===== src/rtl/bsc_pkg.sv =====
package bsc_pkg;
  localparam int CODE_W   = 10;
  localparam int FACT_W   = 8;
  localparam int NUM_CH   = 3;
  localparam int NUM_BANK = 3;
  localparam int FULL     = 255;

  typedef logic [CODE_W-1:0] code_t;
  typedef logic [FACT_W-1:0] fact_t;

  typedef enum logic [1:0] {
    MODE_NONE  = 2'b00,
    MODE_PWM   = 2'b01,
    MODE_FADER = 2'b10,
    MODE_PWM_B = 2'b11
  } bright_mode_e;

  function automatic code_t scale_code(code_t s, fact_t f);
    logic [CODE_W+FACT_W-1:0] prod;
    prod = (CODE_W+FACT_W)'(s) * (CODE_W+FACT_W)'(f);
    return code_t'(prod / (CODE_W+FACT_W)'(FULL));
  endfunction
endpackage


===== src/rtl/bsc_divider.sv =====
module bsc_divider #(
  parameter int NUM_W = 17,
  parameter int DEN_W = 9
) (
  input  logic             clk,
  input  logic             rst_n,
  input  logic             start,
  input  logic [NUM_W-1:0] num,
  input  logic [DEN_W-1:0] den,
  output logic             done,
  output logic [NUM_W-1:0] quot
);
  localparam int STEP_W = $clog2(NUM_W + 1);

  logic [NUM_W-1:0]  q_q;
  logic [DEN_W:0]    rem_q;
  logic [DEN_W-1:0]  den_q;
  logic [STEP_W-1:0] left_q;
  logic              busy_q;
  logic [DEN_W:0]    shifted;
  logic [DEN_W:0]    diff;

  always_comb begin
    shifted = {rem_q[DEN_W-1:0], q_q[NUM_W-1]};
    diff    = shifted - {1'b0, den_q};
  end

  always_ff @(posedge clk or negedge rst_n) begin
    if (!rst_n) begin
      q_q    <= '0;
      rem_q  <= '0;
      den_q  <= '0;
      left_q <= '0;
      busy_q <= 1'b0;
      done   <= 1'b0;
    end else begin
      done <= 1'b0;
      if (start) begin
        q_q    <= num;
        rem_q  <= '0;
        den_q  <= den;
        left_q <= STEP_W'(NUM_W);
        busy_q <= 1'b1;
      end else if (busy_q) begin
        if (shifted >= {1'b0, den_q}) begin
          rem_q <= diff;
          q_q   <= {q_q[NUM_W-2:0], 1'b1};
        end else begin
          rem_q <= shifted;
          q_q   <= {q_q[NUM_W-2:0], 1'b0};
        end
        left_q <= left_q - STEP_W'(1);
        if (left_q == STEP_W'(1)) begin
          busy_q <= 1'b0;
          done   <= 1'b1;
        end
      end
    end
  end

  assign quot = q_q;
endmodule


===== src/rtl/bsc_duty_meter.sv =====
module bsc_duty_meter
  import bsc_pkg::*;
#(
  parameter int TIMEOUT = 300
) (
  input  logic  clk,
  input  logic  rst_n,
  input  logic  pwm_in,
  output logic  duty_wr,
  output fact_t duty_val
);
  localparam int CNT_W = $clog2(TIMEOUT + 1) + 1;
  localparam int NUM_W = CNT_W + FACT_W;
  localparam logic [CNT_W-1:0] CNT_MAX = '1;

  logic [2:0]       sync_q;
  logic             lvl, lvl_d, rise, any_edge, idle_evt;
  logic [CNT_W-1:0] per_q, hi_q, age_q;
  logic             armed_q;
  logic             div_go, div_done;
  logic [NUM_W-1:0] div_q;

  assign lvl      = sync_q[1];
  assign lvl_d    = sync_q[2];
  assign rise     = lvl & ~lvl_d;
  assign any_edge = lvl ^ lvl_d;
  assign idle_evt = !any_edge && (age_q == CNT_W'(TIMEOUT - 1));
  assign div_go   = rise && armed_q;

  always_ff @(posedge clk or negedge rst_n) begin
    if (!rst_n) begin
      sync_q  <= '0;
      per_q   <= '0;
      hi_q    <= '0;
      age_q   <= '0;
      armed_q <= 1'b0;
    end else begin
      sync_q <= {sync_q[1:0], pwm_in};
      if (any_edge)                     age_q <= '0;
      else if (age_q != CNT_W'(TIMEOUT)) age_q <= age_q + CNT_W'(1);
      if (rise) begin
        per_q   <= CNT_W'(1);
        hi_q    <= CNT_W'(1);
        armed_q <= 1'b1;
      end else begin
        if (per_q != CNT_MAX)         per_q <= per_q + CNT_W'(1);
        if (lvl && hi_q != CNT_MAX)   hi_q  <= hi_q + CNT_W'(1);
        if (idle_evt)                 armed_q <= 1'b0;
      end
    end
  end

  bsc_divider #(.NUM_W(NUM_W), .DEN_W(CNT_W)) u_div (
    .clk   (clk),
    .rst_n (rst_n),
    .start (div_go),
    .num   (NUM_W'(hi_q) * NUM_W'(FULL)),
    .den   (per_q),
    .done  (div_done),
    .quot  (div_q)
  );

  always_comb begin
    duty_wr  = 1'b0;
    duty_val = '0;
    if (idle_evt) begin
      duty_wr  = 1'b1;
      duty_val = lvl ? fact_t'(FULL) : '0;
    end else if (div_done) begin
      duty_wr  = 1'b1;
      duty_val = (div_q > NUM_W'(FULL)) ? fact_t'(FULL) : div_q[FACT_W-1:0];
    end
  end
endmodule


===== src/rtl/bsc_bright_latch.sv =====
module bsc_bright_latch
  import bsc_pkg::*;
#(
  parameter int TIMEOUT = 300
) (
  input  logic       clk,
  input  logic       rst_n,
  input  logic       duty_wr,
  input  fact_t      duty_val,
  input  logic [1:0] mode,
  input  fact_t      fader,
  input  logic       en_any,
  output fact_t      factor
);
  localparam int STAB_W = $clog2(TIMEOUT + 1);

  fact_t             duty_q, settled_q, factor_q;
  logic [STAB_W-1:0] stab_q;
  logic              changed, calm;

  assign changed = duty_wr && (duty_val != duty_q);
  assign calm    = (stab_q == STAB_W'(TIMEOUT));

  always_ff @(posedge clk or negedge rst_n) begin
    if (!rst_n) begin
      duty_q    <= '0;
      settled_q <= '0;
      stab_q    <= STAB_W'(TIMEOUT);
      factor_q  <= '0;
    end else begin
      if (duty_wr) duty_q <= duty_val;
      if (changed)    stab_q <= '0;
      else if (!calm) stab_q <= stab_q + STAB_W'(1);
      if (calm) settled_q <= duty_q;
      if (en_any) begin
        unique case (bright_mode_e'(mode))
          MODE_NONE:  factor_q <= fact_t'(FULL);
          MODE_FADER: factor_q <= fader;
          default:    factor_q <= settled_q;
        endcase
      end
    end
  end

  assign factor = factor_q;
endmodule


===== src/rtl/bright_scaler.sv =====
module bright_scaler
  import bsc_pkg::*;
#(
  parameter int TIMEOUT = 300
) (
  input  logic                              clk,
  input  logic                              rst_n,
  input  logic                              pwm_in,
  input  logic [FACT_W-1:0]                 fader_val,
  input  logic [1:0]                        bright_mode,
  input  logic [1:0]                        bank_sel,
  input  logic [NUM_BANK*NUM_CH*CODE_W-1:0] iset_all,
  input  logic [NUM_CH-1:0]                 grant,
  input  logic [NUM_CH-1:0]                 en_rise,
  output logic [CODE_W-1:0]                 cur_code
);
  localparam logic [1:0] LAST_BANK = 2'(NUM_BANK - 1);

  code_t      set_arr [NUM_BANK][NUM_CH];
  code_t      sel_set, cur_q;
  logic [1:0] bank_idx;
  logic       any_grant, duty_wr;
  fact_t      duty_val, factor_w;

  for (genvar b = 0; b < NUM_BANK; b++) begin : g_bank
    for (genvar c = 0; c < NUM_CH; c++) begin : g_ch
      assign set_arr[b][c] = iset_all[(b*NUM_CH+c)*CODE_W +: CODE_W];
    end
  end

  assign bank_idx = (bank_sel > LAST_BANK) ? LAST_BANK : bank_sel;

  always_comb begin
    sel_set   = '0;
    any_grant = 1'b0;
    for (int c = NUM_CH - 1; c >= 0; c--) begin
      if (grant[c]) begin
        sel_set   = set_arr[bank_idx][c];
        any_grant = 1'b1;
      end
    end
  end

  bsc_duty_meter #(.TIMEOUT(TIMEOUT)) u_meter (
    .clk      (clk),
    .rst_n    (rst_n),
    .pwm_in   (pwm_in),
    .duty_wr  (duty_wr),
    .duty_val (duty_val)
  );

  bsc_bright_latch #(.TIMEOUT(TIMEOUT)) u_latch (
    .clk      (clk),
    .rst_n    (rst_n),
    .duty_wr  (duty_wr),
    .duty_val (duty_val),
    .mode     (bright_mode),
    .fader    (fader_val),
    .en_any   (|en_rise),
    .factor   (factor_w)
  );

  always_ff @(posedge clk or negedge rst_n) begin
    if (!rst_n)         cur_q <= '0;
    else if (any_grant) cur_q <= scale_code(sel_set, factor_w);
    else                cur_q <= '0;
  end

  assign cur_code = cur_q;
endmodule


===== config.mk =====
export PLATFORM = sky130hd
export DESIGN_NAME = bright_scaler
export DESIGN_NICKNAME = d
export VERILOG_FILES = /design/src/rtl/bsc_pkg.sv /design/src/rtl/bsc_divider.sv /design/src/rtl/bsc_duty_meter.sv /design/src/rtl/bsc_bright_latch.sv /design/src/rtl/bright_scaler.sv
export SDC_FILE = /design/constraint.sdc
export NUM_CORES = 1
export LEC_CHECK = 0
export ABC_CLOCK_PERIOD_IN_PS = 13200
export BUFFER_PORTS_ARGS = -buffer_cell sky130_fd_sc_hd__clkbuf_2
export CORE_ASPECT_RATIO = 1.75
export CORE_MARGIN = 8
export CORE_UTILIZATION = 40
export CTS_CLUSTER_DIAMETER = 200
export CTS_CLUSTER_SIZE = 10
export DETAILED_ROUTE_END_ITERATION = 16
export HOLD_SLACK_MARGIN = 0.1
export PLACE_DENSITY_LB_ADDON = 0.15
export SYNTH_ARGS = -nofsm -noshare
export SYNTH_HDL_FRONTEND = slang
export SYNTH_SLANG_ARGS = --single-unit

===== constraint.sdc =====
create_clock -name clk -period 13.2 [get_ports clk]
set_input_delay 0.66 -clock clk [delete_from_list [all_inputs] [get_ports clk]]
set_output_delay 0.66 -clock clk [all_outputs]
set_load 0.03 [all_outputs]

==> impl_metrics.yaml, run 1 <==
sta:
  max_slew_margin_pct: 29.11
  setup-violations-final: 0
  worstMarginPinSlew_ns: 1.063
  min_period_ns: 12.46
  slew_violations: 0
  timing.final.crit_share_pct: 94.43
  whs_ns: 0.2726
  worst_slack_ns: 0.7352
  tns_ns: 0
  hold_violations: 0
  max_freq_mhz: 80.23
  skew_ns: 0.009213
synth:
  syn-cell-area_um2: 13900
  post_synth.cell_area_avg_um2: 8.644
  synth-seq-cells: 122
  synth_flop_cell: "dfrtp_1"
  async_flop_share_pct: 100.0
  synthCells: 1608
  ys_warn_count: 0
  synthDistinctLibCells: 103
  ys_seq_area_share_pct: 22.00
  synth_edf_count: 0
  syn_nets: 1908
worst_hold_path:
  hold_path.class: "in -> async"
clocking:
  cts_tree: "yes"
  clock_latency_ns: 0.45
  numCtsBuffers: 17
  clockRootBuffer: "clkbuf_16"
  holdBufCountCts: 0
  htreeDepth: 4
  cts_sinks: 122
  clkTransAtPathRegs_ns: 0.06
  clock_path_buffers: 2
routing:
  vias_per_cell: 5.535
  dr_total_vias: 12216
  detail_route.iter0.violations: 498
  routed_wl_um: 38800
  drtAntennaViolNets: 0
  wl_per_cell_um: 17.58
  first_pass_iters: 5
  drc: 0
run:
  drv_cap: 0
floorplan:
  core_um2: 34350
  die_x_um: 156.9
  die-area_um2: 41210
  fp.dieH_um: 262.6
  start_util_pct: 40.47
  rows: 90
  io-pin-count: 121
place:
  place_congestion: 0.8933
  post-place-cells: 2171
  portBuffers: 120
  post-dp-hpwl_um: 31650
  post-place-ws_ns: 0.04130
critical_path:
  critical_path_arrival_ns: 12.79
  cpMaxStageDelayCell: "or4_1"
  cp-start-kind: "input pin"
  critical_path_class: "in -> reg"
  cpLargestDelayFamily: "compound AO/OA/AOI/OAI gates"
  endpoint_kind: "flop"
  crit_fanout: 18
  cp_num_buf_inv: 5
  slowest_delay_ns: 0.66
  critPathRequiredTime_ns: 13.52
finish:
  antennaDiodeCount: 0
  area_growth_pct: 14.33
  layout-drive-gt1-share_pct: 15.51
  final_nets: 2034
  layout.cells.non_filler: 2207
global_route:
  grt_pass1_vias: 12875
  antenna_found_initial: 0
  grt_max_degree: 68
  overflow: 0
  grt_pass1_wl_um: 63630
  groute.usage.overall_pct: 19.36
outcome:
  status: "finished clean"
==> placed cells by master (no fill, tap or decap), drive strengths merged, types with 9 or more instances in the layout <==
cell and n:
a211oi 20, a21boi 9, a21o 35, a21oi 85, a31oi 15, and2 46, and3 27, buf 42
clkbuf 135, dfrtp 118, fa 89, ha 100, inv 173, mux2 19, mux2i 50, nand2 129
nand2b 16, nand3 30, nand4 16, nor2 154, nor2b 9, nor3 28, o211ai 14, o21ai 101
o21bai 9, o221ai 9, o22ai 10, o31ai 14, xnor2 48, xor2 25
==> logic make-up after synthesis <==
group | synth area share, %
adder cells (fa/ha/maj) | 21.96
buffers and inverters | 6.211
multiplexers | 5.977
flip-flops | 22.00
AND/OR/NAND/NOR | 18.27
XOR/XNOR | 4.600
AO/OA/AOI/OAI | 20.97
==> state kept, by name (all words and copies together) (netlist names) <==
name and cells:
u_meter.u_div.quot 18, u_latch.settled_q 8, u_meter.u_div.left_q 5, u_meter.u_div.den_q 10, u_meter.u_div.done 1, u_meter.armed_q 1
cur_code 10, u_meter.u_div.busy_q 1, u_latch.stab_q 9, u_meter.per_q 10, u_meter.age_q 10, u_meter.hi_q 10
u_latch.duty_q 8, u_meter.sync_q 3, u_meter.u_div.rem_q 10, u_latch.factor 8
==> per-stage QoR <==
stage / instance area (um2) / utilization [%]
6_report: 15890 / 46.27
3_5_place_dp: 15130 / 44.07
3_3_place_gp: 15130 / 44.07
5_1_grt: 15890 / 46.27
2_1_floorplan: 13900 / -
4_1_cts: 15820 / 46.07
==> synth_stat cells, types with 16 or more instances <==
cell	instances	area (um2)
and2_1	46	287.8
fa_1	89	1782
dfrtp_1	118	2953
mux2_2	19	214.0
clkbuf_1	35	131.4
o21ai_0	94	470.5
nor3_1	27	135.1
nand2b_1	16	100.1
mux2i_1	49	490.5
ha_1	100	1251
and3_1	27	168.9
xor2_1	25	219.0
a21o_1	35	262.8
inv_1	169	634.4
nand3_1	30	150.1
a21oi_1	82	410.4
xnor2_1	48	420.4
a211oi_1	18	135.1
nand2_1	129	484.2
nor2_1	154	578.1
==> path summary, 6_finish.rpt <==
kind / startpoint / end / slack, ns / cells past startpoint
min in group clk: pwm_in / u_meter.sync_q[0] / 0.32 / 1
max reg2reg: u_latch.factor[5] / cur_code[0] / 1.49 / 37
max in group asynchronous: rst_n / u_meter.u_div.busy_q / 11.50 / 2
min reg2reg: u_meter.sync_q[0] / u_meter.sync_q[1] / 0.35 / 0
max: grant[1] / cur_code[0] / 0.74 / 43
min: rst_n / u_meter.sync_q[0] / 0.27 / 1
==> per-layer routing <==
layer  vias up  wire (um)  GRT usage, %
met2       237      22270         38.71
li1       5944          -             -
met5         -          0             0
met1      5933      13320         17.75
met4         0       2023         11.51
met3       102       1191         2.420
==> cell type report <==
cell class / instances / area, um2
multi-input combinational: 1264 / 10020
clock buffer: 17 / 425.4
tap: 460 / 575.6
clock inverter: 15 / 261.5
fill: 3414 / 18450
sequential: 122 / 3059
inverter: 169 / 634.4
timing repair buffer: 160 / 918.4
==> repair_timing <==
action / in CTS / in global routing
gates resized for setup: 0 / 13
setup endpoints to repair: 0 / 2
buffers inserted: 0 / 4
Power of run 1 is left out: the tool's default activity adds up to more than one toggle a clock period on the data nets, which glitch-free logic cannot reach.
==> run 2: changes to the inputs <==
--- a/config.mk
+++ b/config.mk
@@ -10,6 +10,7 @@
 export CORE_ASPECT_RATIO = 1.75
 export CORE_MARGIN = 8
 export CORE_UTILIZATION = 40
+export CTS_BUF_LIST = sky130_fd_sc_hd__clkbuf_4 sky130_fd_sc_hd__clkbuf_8
 export CTS_CLUSTER_DIAMETER = 200
 export CTS_CLUSTER_SIZE = 10
 export DETAILED_ROUTE_END_ITERATION = 16
==> run 2 against run 1 <==
Compared with the run above: via count is essentially flat; global-route usage is 0.12 points lower; maximum frequency is 0.67% higher; cell count is the same; critical path depth down 1; wire length is 0.22% lower; setup slack improved by 0.083 ns; highest routed layer unchanged.
==> impl_metrics.yaml, run 2 (synthesized netlist as in run 1, its figures left out) <==
outcome:
  status: "finished clean"
run:
  drv_cap: 0
floorplan:
  die_x_um: 156.9
  rows: 90
  die-area_um2: 41210
  io-pin-count: 121
  fp.dieH_um: 262.6
  core_um2: 34350
  start_util_pct: 40.47
critical_path:
  critical_path_arrival_ns: 12.74
  cpMostUsedCell: "fa_1"
  cpMaxStageDelayCell: "or4_1"
  slowest_delay_ns: 0.66
  cp-start-kind: "input pin"
  critPathRequiredTime_ns: 13.56
  rrSetupSlack_ns: 1.53
  crit_fanout: 18
  endpoint_kind: "flop"
  critical_path_class: "in -> reg"
clocking:
  cts_sinks: 122
  clock_path_buffers: 2
  numCtsBuffers: 17
  clockRootBuffer: "clkbuf_8"
  cts_tree: "yes"
  clkTransAtPathRegs_ns: 0.08
  holdBufCountCts: 0
  clock_latency_ns: 0.48
  htreeDepth: 4
sta:
  hold_violations: 0
  min_period_ns: 12.38
  max_freq_mhz: 80.76
  max_slew_margin_pct: 28.88
  timing.final.crit_share_pct: 93.80
  setup-violations-final: 0
  skew_ns: 0.01461
  worstMarginPinSlew_ns: 1.067
  slew_violations: 0
finish:
  final_nets: 2033
  final_cell_mix: "inv_1 (169), nor2_1 (153), nand2_1 (129), dfrtp_1 (117), clkbuf_2 (117)"
  largest_reg_flops: 18
  layout-drive-gt1-share_pct: 15.41
  area_growth_pct: 12.88
  design_area_um2: 15690
  fillCellCount: 3434
  final_common_cell: "inv_1"
routing:
  vias_per_cell: 5.530
  dr_total_vias: 12204
  routed_wl_um: 38710
  wl_per_cell_um: 17.54
  drc: 0
  first_pass_iters: 5
  detail_route.iter0.violations: 562
  drtAntennaViolNets: 0
place:
  post-dp-hpwl_um: 31650
  place_congestion: 0.8933
  portBuffers: 120
  dpl_cell_area_um2: 15130
global_route:
  overflow: 0
  grt_pass1_vias: 12805
  grt_max_degree: 68
  grt_pass1_wl_um: 63440
  antenna_found_initial: 1
  groute.usage.overall_pct: 19.24
worst_hold_path:
  hold_path.class: "in -> async"
==> run 2: final timing paths <==
| kind | cells past startpoint | startpoint | end |
|---|---|---|---|
| max | 42 | grant[1] | cur_code[0] |
| min | 1 | rst_n | u_meter.sync_q[0] |
| max reg2reg | 37 | u_latch.factor[5] | cur_code[0] |
| min reg2reg | 0 | u_meter.sync_q[0] | u_meter.sync_q[1] |
| max in group asynchronous | 2 | rst_n | u_meter.u_div.busy_q |
| min in group clk | 1 | pwm_in | u_meter.sync_q[0] |
==> run 2: area by class of cell <==
type | count | area (um2) | share of cell area, %
Multi-Input combinational cell | 1264 | 10010 | 63.81
Inverter | 169 | 634.4 | 4.043
Timing Repair Buffer | 159 | 910.9 | 5.805
Clock inverter | 15 | 261.5 | 1.667
Tap cell | 460 | 575.6 | 3.668
Antenna cell | 1 | 2.502 | 0.01595
Clock buffer | 17 | 234.0 | 1.491
Sequential cell | 122 | 3059 | 19.50
==> run 2: worst max-delay path, delay by kind of cell <==
| kind | cells | cell delay (ns) |
|---|---|---|
| fa+ha+maj | 6 | 2.73 |
| mux | 1 | 0.54 |
| compound gates | 15 | 3.88 |
| buf+inv | 4 | 0.56 |
| simple gates | 16 | 4.35 |
==> run 2: per-layer routing <==
| layer | global-route usage, % | part of all wire [%] | vias up |
|---|---|---|---|
| li1 | - | - | 5943 |
| met1 | 17.66 | 35 | 5947 |
| met2 | 38.92 | 58 | 222 |
| met3 | 2.453 | 3.0 | 92 |
| met4 | 10.36 | 4.8 | 0 |
| met5 | 0 | 0 | - |
==> run 2: repair_timing <==
action	CTS	global route
setup endpoints to repair	0	2
endpoints found under the hold margin	0	0
resized for setup	0	12
buffers inserted	0	3
==> run 2: per-stage QoR <==
step,utilization [%],hold slack (ns),setup slack [ns],instances,TNS (ns)
final,45.68,0.2456,0.8180,2207,0
after global routing,45.68,0.2632,-0.01683,2207,-0.01683
after CTS,45.51,0.2564,0.5402,2203,0
after detailed placement,44.07,0.3402,0.04130,2171,0
after global placement,44.07,0.3387,0.2129,2171,0
after floorplan,-,0.3312,0.2618,1608,0
Power of run 2 is left out for the same reason.
==> run 3: changes to the inputs <==
--- a/config.mk
+++ b/config.mk
@@ -9,13 +9,14 @@
 export BUFFER_PORTS_ARGS = -buffer_cell sky130_fd_sc_hd__clkbuf_2
 export CORE_ASPECT_RATIO = 1.75
 export CORE_MARGIN = 8
-export CORE_UTILIZATION = 40
+export CORE_UTILIZATION = 55
 export CTS_BUF_LIST = sky130_fd_sc_hd__clkbuf_4 sky130_fd_sc_hd__clkbuf_8
 export CTS_CLUSTER_DIAMETER = 200
 export CTS_CLUSTER_SIZE = 10
 export DETAILED_ROUTE_END_ITERATION = 16
 export HOLD_SLACK_MARGIN = 0.1
 export PLACE_DENSITY_LB_ADDON = 0.15
+export SKIP_CTS_REPAIR_TIMING = 1
 export SYNTH_ARGS = -nofsm -noshare
 export SYNTH_HDL_FRONTEND = slang
 export SYNTH_SLANG_ARGS = --single-unit
==> run 3 against run 2 <==
Compared with the run above: maximum frequency about the same; setup slack got worse by 0.0034 ns; design area decreased by 1.9%; non-clock buffer count increased by 1; register-to-register slack improved by 0.15 ns; clock skew increased by 0.0029 ns; utilization increased by 16 points; die area decreased by 25%; sequential share of layout area increased by 0.37 points; critical path type unchanged.
==> impl_metrics.yaml, run 3 (synthesized netlist as in run 1, its figures left out) <==
critical_path:
  cpMostUsedCell: "buf_4"
  reg2regPathDepth: 38
  crit_fanout: 15
  cp_num_buf_inv: 10
  reg2reg_to: "cur_code[0]"
  endpoint: "cur_code[0]"
  critical_path_class: "in -> reg"
  cpLargestDelayFamily: "compound AO/OA/AOI/OAI gates"
  critPathRequiredTime_ns: 13.55
  cp-start-kind: "input pin"
  cp.depth: 46
  slowest_delay_ns: 0.65
  rr_startpoint: "u_latch.factor[5]"
  endpoint_kind: "flop"
  cpMaxStageDelayCell: "or4_1"
  rrSetupSlack_ns: 1.68
  critPathLaunch: "grant[1]"
  critical_path_arrival_ns: 12.74
floorplan:
  die_x_um: 136.2
  fp.dieH_um: 226.3
  die-area_um2: 30820
  start_util_pct: 55.49
  io-pin-count: 121
  core_um2: 25050
  rows: 77
routing:
  first_pass_iters: 5
  drtAntennaViolNets: 0
  routed_wl_um: 35900
  wl_per_cell_um: 17.40
  dr_total_vias: 12261
  drc: 0
  detail_route.iter0.violations: 479
  vias_per_cell: 5.943
clocking:
  clock_path_buffers: 2
  clock_latency_ns: 0.48
  cts_sinks: 122
  htreeDepth: 4
  numCtsBuffers: 17
  cts_tree: "yes"
  clockRootBuffer: "clkbuf_8"
  clkTransAtPathRegs_ns: 0.08
finish:
  fillCellCount: 2266
  area_growth_pct: 10.72
  fin_util_pct: 61.44
  layout-drive-gt1-share_pct: 15.57
  layout.cells.non_filler: 2063
  final_cell_mix: "inv_1 (169), nor2_1 (153), nand2_1 (129), dfrtp_1 (118), clkbuf_2 (118)"
  final_nets: 2034
  final_common_cell: "inv_1"
  antennaDiodeCount: 0
  largest_reg_flops: 18
global_route:
  grt_pass1_vias: 12902
  groute.usage.overall_pct: 24.38
  grt_pass1_wl_um: 60870
  grt_max_degree: 71
  overflow: 0
  antenna_found_initial: 0
worst_hold_path:
  hold_path.class: "in -> async"
place:
  post-dp-hpwl_um: 29190
  post-place-ws_ns: 0.1534
  portBuffers: 120
  place_congestion: 0.9606
  post-place-cells: 2029
sta:
  skew_ns: 0.01746
  max_slew_margin_pct: 34.20
  worst_slack_ns: 0.8146
  tns_ns: 0
  rsz0062_at_grt: "false"
  setup-violations-final: 0
  timing.final.crit_share_pct: 93.83
  slew_violations: 0
  max_freq_mhz: 80.74
  hold_violations: 0
  min_period_ns: 12.39
  worstMarginPinSlew_ns: 0.9871
run:
  drv_cap: 0
outcome:
  status: "finished clean"
## run 3: cell count changes in the layout (fill, tap and decap cells not counted), moves of 2 or more
cell / delta
clkinv_2: +4
clkbuf_4: +2
clkinvlp_4: +2
bufinv_16: -5
buf_4: +2
clkinv_4: -2
## run 3: worst min path at each step
| stage | startpoint | endpoint | slack (ns) |
|---|---|---|---|
| 2_1_floorplan | u_meter.sync_q[0] | u_meter.sync_q[1] | 0.33 |
| 3_3_place_gp | u_meter.sync_q[0] | u_meter.sync_q[1] | 0.33 |
| 3_5_place_dp | u_meter.sync_q[0] | u_meter.sync_q[1] | 0.34 |
| 4_1_cts | rst_n | u_latch.stab_q[1] | 0.20 |
| 5_1_grt | rst_n | u_latch.stab_q[1] | 0.25 |
| 6_report | rst_n | u_latch.stab_q[1] | 0.21 |
## run 3: layout make-up
cell class	instances	area, um2	share of cell area, %
inverter	169	634.4	4.122
tap	316	395.4	2.569
timing repair buffer	160	905.9	5.886
clock inverter	13	120.1	0.7805
multi-input combinational	1264	10030	65.15
clock buffer	19	249.0	1.618
sequential	122	3058	19.87
## run 3: layer usage
metal  share of wire [%]  vias up  GRT usage (%)
li1                    -     5934              -
met1                  35     5905          23.46
met2                  56      308          47.64
met3                 3.6      114          3.571
met4                 5.1        0          13.42
met5                   0        -              0
## run 3: stage by stage
stage	instance area (um2)	hold WS [ns]
finish	15390	0.2139
floorplan	13900	0.3312
global route	15390	0.2502
CTS	15320	0.2040
detailed placement	14960	0.3373
global placement	14960	0.3335
Power of run 3 is left out for the same reason.
